[config.mk]
export PLATFORM = sky130hd
export DESIGN_NAME = spi_errflag_ctrl
export DESIGN_NICKNAME = d
export VERILOG_FILES = /design/src/rtl/spi_err_pkg.sv /design/src/rtl/spi_err_sync.sv /design/src/rtl/spi_err_modf.sv /design/src/rtl/spi_err_ovr.sv /design/src/rtl/spi_errflag_ctrl.sv
export SDC_FILE = /design/constraint.sdc
export NUM_CORES = 1
export LEC_CHECK = 0
export BUFFER_PORTS_ARGS = -buffer_cell sky130_fd_sc_hd__buf_2
export CAP_MARGIN = 20
export CORE_MARGIN = 4
export CORE_UTILIZATION = 45
export CTS_CLUSTER_DIAMETER = 200
export DETAILED_ROUTE_END_ITERATION = 10
export PLACE_DENSITY = 0.85
export SLEW_MARGIN = 5
export SYNTH_ARGS = -nofsm -noshare
export SYNTH_HDL_FRONTEND = slang
export SYNTH_SLANG_ARGS = --single-unit
[constraint.sdc]
create_clock -name clk -period 1.7 [get_ports clk]
set_input_delay 0.085 -clock clk [delete_from_list [all_inputs] [get_ports clk]]
set_output_delay 0.085 -clock clk [all_outputs]
set_load 0.02 [all_outputs]
[src/rtl/spi_err_pkg.sv]
package spi_err_pkg;
  localparam int ADDR_W = 2;

  localparam logic [ADDR_W-1:0] ADDR_STAT = 2'd0;
  localparam logic [ADDR_W-1:0] ADDR_CTRL = 2'd1;
  localparam logic [ADDR_W-1:0] ADDR_DATA = 2'd2;

  localparam int SB_MODF = 0;
  localparam int SB_OVR  = 1;
  localparam int SB_RXNE = 2;

  typedef struct packed {
    logic errie;  // bit 4
    logic swlvl;  // bit 3
    logic swsel;  // bit 2
    logic mast;   // bit 1
    logic en;     // bit 0
  } ctrl_t;

  localparam int CTRL_W = $bits(ctrl_t);
endpackage

[src/rtl/spi_err_sync.sv]
module spi_err_sync #(
  parameter int   STAGES  = 2,
  parameter logic RST_VAL = 1'b1
) (
  input  logic clk,
  input  logic rst_n,
  input  logic d,
  output logic q
);
  logic [STAGES-1:0] chain_q;
  logic [STAGES-1:0] chain_d;

  generate
    if (STAGES == 1) begin : g_one
      assign chain_d = d;
    end else begin : g_many
      assign chain_d = {chain_q[STAGES-2:0], d};
    end
  endgenerate

  always_ff @(posedge clk or negedge rst_n) begin
    if (!rst_n) chain_q <= {STAGES{RST_VAL}};
    else        chain_q <= chain_d;
  end

  assign q = chain_q[STAGES-1];
endmodule

[src/rtl/spi_err_modf.sv]
module spi_err_modf
  import spi_err_pkg::*;
(
  input  logic  clk,
  input  logic  rst_n,
  input  logic  wr_ctrl,
  input  logic  stat_acc,
  input  ctrl_t wr_val,
  input  logic  nss_sync,
  output ctrl_t ctrl_q,
  output logic  modf_q
);
  logic  armed_q, armed_d, modf_d;
  ctrl_t ctrl_d;
  logic  sel_level, fault_cond, modf_clr, ctrl_ce;

  assign sel_level  = ctrl_q.swsel ? ctrl_q.swlvl : nss_sync;
  assign fault_cond = ctrl_q.mast & ~sel_level;
  assign modf_clr   = wr_ctrl & armed_q;
  assign ctrl_ce    = wr_ctrl | fault_cond;

  always_comb begin
    ctrl_d  = ctrl_q;
    modf_d  = modf_q;
    armed_d = armed_q;
    if (wr_ctrl) begin
      ctrl_d = wr_val;
      if (modf_q && !modf_clr) begin
        ctrl_d.en   = ctrl_q.en & wr_val.en;
        ctrl_d.mast = ctrl_q.mast & wr_val.mast;
      end
    end
    if (modf_clr) begin
      modf_d  = 1'b0;
      armed_d = 1'b0;
    end else if (stat_acc && modf_q) begin
      armed_d = 1'b1;
    end
    if (fault_cond) begin
      modf_d      = 1'b1;
      armed_d     = 1'b0;
      ctrl_d.en   = 1'b0;
      ctrl_d.mast = 1'b0;
    end
  end

  always_ff @(posedge clk or negedge rst_n) begin
    if (!rst_n) begin
      ctrl_q  <= '0;
      modf_q  <= 1'b0;
      armed_q <= 1'b0;
    end else begin
      if (ctrl_ce) ctrl_q <= ctrl_d;
      modf_q  <= modf_d;
      armed_q <= armed_d;
    end
  end

  a_r2_fault_drops_bits: assert property (@(posedge clk) disable iff (!rst_n)
    fault_cond |=> (modf_q && !ctrl_q.en && !ctrl_q.mast));
  a_r3_no_clear_unarmed: assert property (@(posedge clk) disable iff (!rst_n)
    (modf_q && !armed_q) |=> modf_q);
  a_r4_bits_held_low: assert property (@(posedge clk) disable iff (!rst_n)
    (modf_q && !modf_clr) |=> (!ctrl_q.en && !ctrl_q.mast));
  a_r5_slave_no_fault: assert property (@(posedge clk) disable iff (!rst_n)
    (!ctrl_q.mast && !modf_q) |=> !modf_q);
endmodule

[src/rtl/spi_err_ovr.sv]
module spi_err_ovr (
  input  logic clk,
  input  logic rst_n,
  input  logic rx_done,
  input  logic rxne_in,
  input  logic data_rd,
  input  logic stat_rd,
  output logic ovr_q,
  output logic buf_we
);
  logic armed_q, armed_d, ovr_d;
  logic ovr_set, ovr_clr;

  assign ovr_set = rx_done & rxne_in;
  assign ovr_clr = stat_rd & armed_q & ~ovr_set;
  assign buf_we  = rx_done & ~rxne_in & ~ovr_q;

  always_comb begin
    ovr_d   = ovr_q;
    armed_d = armed_q;
    if (ovr_set) begin
      ovr_d   = 1'b1;
      armed_d = 1'b0;
    end else if (ovr_clr) begin
      ovr_d   = 1'b0;
      armed_d = 1'b0;
    end else if (data_rd && ovr_q) begin
      armed_d = 1'b1;
    end
  end

  always_ff @(posedge clk or negedge rst_n) begin
    if (!rst_n) begin
      ovr_q   <= 1'b0;
      armed_q <= 1'b0;
    end else begin
      ovr_q   <= ovr_d;
      armed_q <= armed_d;
    end
  end

  a_r6_overrun_sets: assert property (@(posedge clk) disable iff (!rst_n)
    (rx_done && rxne_in) |=> ovr_q);
  a_r8_no_clear_unarmed: assert property (@(posedge clk) disable iff (!rst_n)
    (ovr_q && !armed_q) |=> ovr_q);
  a_r12_set_beats_clear: assert property (@(posedge clk) disable iff (!rst_n)
    (stat_rd && rx_done && rxne_in) |=> ovr_q);
endmodule

[src/rtl/spi_errflag_ctrl.sv]
module spi_errflag_ctrl
  import spi_err_pkg::*;
#(
  parameter int REG_W       = 8,
  parameter int SYNC_STAGES = 2
) (
  input  logic              clk,
  input  logic              rst_n,
  input  logic [ADDR_W-1:0] reg_addr,
  input  logic              reg_wr,
  input  logic              reg_rd,
  input  logic [REG_W-1:0]  reg_wdata,
  output logic [REG_W-1:0]  reg_rdata,
  input  logic              nss_in,
  input  logic              rxne_in,
  input  logic              rx_done,
  output logic              spi_en,
  output logic              spi_master,
  output logic              modf_flag,
  output logic              ovr_flag,
  output logic              rx_buf_we,
  output logic              err_irq
);
  logic  rst_sync_n, nss_sync;
  logic  sel_stat, sel_ctrl, sel_data;
  logic  wr_ctrl, stat_acc, stat_rd, data_rd;
  ctrl_t ctrl_q, wr_val;
  logic  modf_q, ovr_q;
  logic  unused_wbits;

  spi_err_sync #(.STAGES(2), .RST_VAL(1'b0)) u_rst_sync (
    .clk(clk), .rst_n(rst_n), .d(1'b1), .q(rst_sync_n));

  spi_err_sync #(.STAGES(SYNC_STAGES), .RST_VAL(1'b1)) u_nss_sync (
    .clk(clk), .rst_n(rst_sync_n), .d(nss_in), .q(nss_sync));

  assign sel_stat = (reg_addr == ADDR_STAT);
  assign sel_ctrl = (reg_addr == ADDR_CTRL);
  assign sel_data = (reg_addr == ADDR_DATA);
  assign wr_ctrl  = reg_wr & sel_ctrl;
  assign stat_acc = (reg_wr | reg_rd) & sel_stat;
  assign stat_rd  = reg_rd & sel_stat;
  assign data_rd  = reg_rd & sel_data;
  assign wr_val   = ctrl_t'(reg_wdata[CTRL_W-1:0]);
  assign unused_wbits = ^reg_wdata[REG_W-1:CTRL_W];

  spi_err_modf u_modf (
    .clk(clk), .rst_n(rst_sync_n), .wr_ctrl(wr_ctrl), .stat_acc(stat_acc),
    .wr_val(wr_val), .nss_sync(nss_sync), .ctrl_q(ctrl_q), .modf_q(modf_q));

  spi_err_ovr u_ovr (
    .clk(clk), .rst_n(rst_sync_n), .rx_done(rx_done), .rxne_in(rxne_in),
    .data_rd(data_rd), .stat_rd(stat_rd), .ovr_q(ovr_q), .buf_we(rx_buf_we));

  always_comb begin
    reg_rdata = '0;
    if (sel_stat) begin
      reg_rdata[SB_MODF] = modf_q;
      reg_rdata[SB_OVR]  = ovr_q;
      reg_rdata[SB_RXNE] = rxne_in;
    end else if (sel_ctrl) begin
      reg_rdata[CTRL_W-1:0] = ctrl_q;
    end
  end

  assign spi_en     = ctrl_q.en;
  assign spi_master = ctrl_q.mast;
  assign modf_flag  = modf_q;
  assign ovr_flag   = ovr_q;
  assign err_irq    = ctrl_q.errie & (modf_q | ovr_q);

  a_r7_frozen_buffer: assert property (@(posedge clk) disable iff (!rst_sync_n)
    $past(ovr_flag) && ovr_flag |-> !rx_buf_we);
endmodule

; Yosys cells after proc, flatten, opt, wreduce, memory -nomap -nowiden
; Cells that the tools add are included.
[word_totals]
ff_bits = 13
inputBits = 17
[op_classes]
n_eq_ne = 2
n_mux = 17
n_bitwise = 21
reduce_logical = 12
[ops]
columns = cell, n
row1 = 1-bit bitwise AND, 14
row2 = 1-bit 2-to-1 mux, 11
row3 = 2-bit 2-to-1 mux, 4
row4 = 2-bit nonzero test, 3
row5 = 3-bit nonzero test, 2
row6 = 5-bit 2-to-1 mux, 1
row7 = 1-bit NOT, 4
row8 = 2-bit AND reduction, 2
row9 = 1-bit logical AND, 3
row10 = 3-bit 2-to-1 mux, 1
row11 = 1-bit OR, 3
row12 = "2-bit by 1-bit equality test with 1-bit output, second input constant", 1
row13 = "2-bit equality test, second input constant", 1
row14 = 2-bit logical NOT, 1
row15 = 1-bit logical NOT, 1

; Logic depth before layout (Yosys ltp)
[depth]
depth_word = 8
depth_mapped = 4
ltp_nobuf = 3

; Cells and area by module
; A second synthesis with hierarchy kept.
[hier_totals]
hier_cells = 57
area_unflattened_um2 = 658.1
[modules_own_cells]
columns = mod, n_inst, cells_each, area_each_um2, seq_area_each_um2
row1 = spi_err_modf, 1, 25, 317.8, 175.2
row2 = spi_errflag_ctrl, 1, 21, 147.6, 0.0
row3 = spi_err_ovr, 1, 7, 90.1, 50.0
row4 = spi_err_sync at u_nss_sync, 1, 2, 52.6, 52.6
row5 = spi_err_sync at u_rst_sync, 1, 2, 50.0, 50.0

; Worst setup path before layout
; No wires, ideal clock.
[synth_timing]
kind = register -> output
startpoint = register u_ovr.ovr_q
endpoint = output port rx_buf_we
arrival_time_ns = 1.020
required_time_ns = 1.615
setup_slack_ns = 0.595
stages_incl_launch_ff = 2
path_buffers = 0
path_cell_list = dfrtp_1 nor3b_1
[synth_between]
elab_chain_len = 2
[synth_lines]
columns = element, line
row1 = "start, declared", spi_err_ovr.sv:8  ; output logic ovr_q,
row2 = "start signal, assigned", spi_err_ovr.sv:37  ; ovr_q <= ovr_d;
row3 = 1-bit NOT, spi_err_ovr.sv:16  ; assign buf_we = rx_done & ~rxne_in & ~ovr_q;
row4 = 1-bit bitwise AND, spi_err_ovr.sv:16
row5 = "end, declared", spi_errflag_ctrl.sv:21  ; output logic rx_buf_we,
; Every way passes these cells.

; Final worst setup path
[layout_timing]
startpoint = register u_ovr.ovr_q
endpoint = output port reg_rdata[1]
[layout_between]
elab_chain_len = 1
[layout_lines]
columns = element, line
row1 = 3-bit 2-to-1 mux, spi_errflag_ctrl.sv:57  ; if (sel_stat) begin
row2 = "end, declared", spi_errflag_ctrl.sv:13  ; output logic [REG_W-1:0] reg_rdata,
; Every way passes these cells.

==> reports/qor.yml <==
r2r_start: "u_modf.ctrl_q[2]$_DFFE_PN0P_"
hold_class: "in -> reg"
route.detailed.drc: 0
cp-endpoint: "reg_rdata[1]"
synth-edff-count: 0
synth_top_area_frac: 0.444
antenna_found_initial: 0
die_w_um: 45.1
num_vias: 496
yosys.area.top_type: "dfrtp_1"
globalplace.congestion: 0.759
fin_util: 0.598
synth_cell_types: 24
num_antenna_cells: 0
cp.arrival_ns: 1.20
power.density_mw_per_mm2: 1190
die_h_um: 45.1
finish.net_count: 96
hpwlAfterDp_um: 1050
hold_violations: 0
cts_buffers: 3
startpoint_type: "flip-flop"
fin_crit_ns: 1.28
grt_pass1_wl_um: 2070
drtPass1Iterations: 2
final_antenna_net_count: 0
register_area_um2: 328
ir_drop_v: 0.000728
cts_setup_buffers: 0
path_class: "reg -> out"
detail_route.wl_per_cell_um: 14.7
r2r-end: "u_modf.armed_q$_DFFE_PN0P_"
synth.cell_area_um2: 619
fin_ws_ns: 0.418
drv_cap: 0
num_io_pins: 31
fmax_mhz: 780
crit_required_ns: 1.62
core_mm2: 0.00130
yosysWarnings: 0
yosysSeqAreaShare: 0.529
fin_skew_ns: 0.00582
drtIter0Drc: 1
h-tree-depth: 1
whs_path_depth: 2
wirelength_um: 1360
multi_input_area_um2: 262
rsz0062_at_grt: "false"
synth_common_cells: "dfrtp_1, nor2_1"
r2r_cells: 3
cts_root_buffer: "clkbuf_4"
finalSetupViolCount: 0
fin_setup_tns_ns: 0
first_global_vias: 456
status: "finished clean"
fill_cells: 123
area_growth_pct: 25.7
viasPerCell: 5.33
die_area_mm2: 0.00203
end_kind: "output pin"
ys_ff_latch: 13
syn_area_per_cell_um2: 12.4
cp_max_fo: 5
synthArstFlopShare: 1.00
cts_num_sinks: 13
r2r_setup_slack_ns: 0.61
synthCells: 50
drv_slew: 0
post_cts_resized: 0
fp-row-count: 13
pre_cts_ws_ns: 0.654
synthMostInstantiatedCell: "dfrtp_1"
synthTopCellsByArea: "dfrtp_1, dfstp_2, mux2_4"
post-route-period-util: 0.754
cts_tree: "built"
initial_utilization: 0.476
numPortBuffers: 24
grt-ovfl-total: 0
cts_hold_buf: 2
grt_max_degree: 12
p_leak_nw: 0.411
ctsLongestPathBuffers: 2
cp-startpoint: "u_ovr.ovr_q$_DFFE_PN0N_"
ys.flop_type: "dfrtp_1"
final_layout_size_suffix_gt1_frac: 0.449
clk-insertion-delay-late_ns: 0.27
path_clk_slew_ns: 0.08
grt_usage: 0.143
-- worst min path at each step --
stage,slack (ns),end,startpoint
4_1_cts,0.03,u_ovr.armed_q$_DFFE_PN0P_,rx_done
3_5_place_dp,-0.13,u_rst_sync.chain_q[1]$_DFF_PN0_,rst_n
5_1_grt,0.03,u_modf.ctrl_q[4]$_DFFE_PN0P_,reg_wdata[4]
2_1_floorplan,-0.21,u_rst_sync.chain_q[0]$_DFF_PN0_,rst_n
6_report,0.03,u_ovr.armed_q$_DFFE_PN0P_,rx_done
3_3_place_gp,-0.13,u_rst_sync.chain_q[0]$_DFF_PN0_,rst_n
-- kinds of logic after synthesis --
logic type / count (synthesis) / share of synthesized area
mux: 6 / 0.121
flops: 13 / 0.529
other cells: 2 / 0.0121
compound gates: 11 / 0.139
buf+inv: 5 / 0.0606
simple gates: 13 / 0.137
-- power by group --
part | leakage, nW | switching, W | total [W] | internal, W
logic | 0.246 | 0.000165 | 0.000293 | 0.000128
clock network | 0.0150 | 0.0000952 | 0.000186 | 0.0000908
registers | 0.151 | 0.0000701 | 0.000447 | 0.000377
total | 0.411 | 0.000330 | 0.000926 | 0.000596
-- worst max-delay path, stage by stage, from the launching register on --
cell and delay (ns):
dfrtp_1 0.43, nor2b_2 0.18, a21oi_1 0.12, nor2_1 0.05
buf_2 0.15
-- flip-flops by register name (all words and copies together) (netlist names) --
register / flops
u_modf.modf_q: 1
u_ovr.armed_q: 1
u_rst_sync.chain_q: 2
u_modf.ctrl_q: 5
u_nss_sync.chain_q: 2
u_modf.armed_q: 1
u_ovr.ovr_q: 1
-- layout by cell type (no fill, tap or decap), types with 2 or more instances in the layout --
master | Yosys | routed
and3b_1 | 2 | 2
nor2_1 | 4 | 4
clkbuf_4 | 0 | 3
dfrtp_1 | 11 | 11
mux2_4 | 3 | 3
buf_2 | 0 | 24
dfstp_2 | 2 | 2
o221a_1 | 2 | 2
mux2i_1 | 3 | 3
a21oi_1 | 2 | 2
nand2_1 | 3 | 3
conb_1 | 2 | 4
dlygate4sd3_1 | 0 | 2
-- metrics by stage --
step	total power [W]	instances	cell area (µm²)	hold slack, ns
after floorplan	0.000636	52	627	-0.211
after detailed placement	0.000740	87	732	-0.129
after CTS	0.000930	93	778	0.0283
after global routing	0.000981	93	778	0.0276
final	0.000926	93	778	0.0319
after global placement	0.000725	87	732	-0.130
-- layout make-up --
| type | instances | share of cell area |
|---|---|---|
| Clock buffer | 4 | 0.0338 |
| Inverter | 1 | 0.00482 |
| Timing Repair Buffer | 26 | 0.180 |
| Tap cell | 15 | 0.0241 |
| Sequential cell | 13 | 0.421 |
| Multi-Input combinational cell | 34 | 0.336 |
-- metal layers --
layer	wire (µm)	up-vias	track usage
met5	0	-	0
met4	0	0	0.0175
met3	105	0	0.0518
met2	711	22	0.249
met1	548	247	0.173
li1	-	227	-
Note: power is estimated with default switching activity, not from simulation.
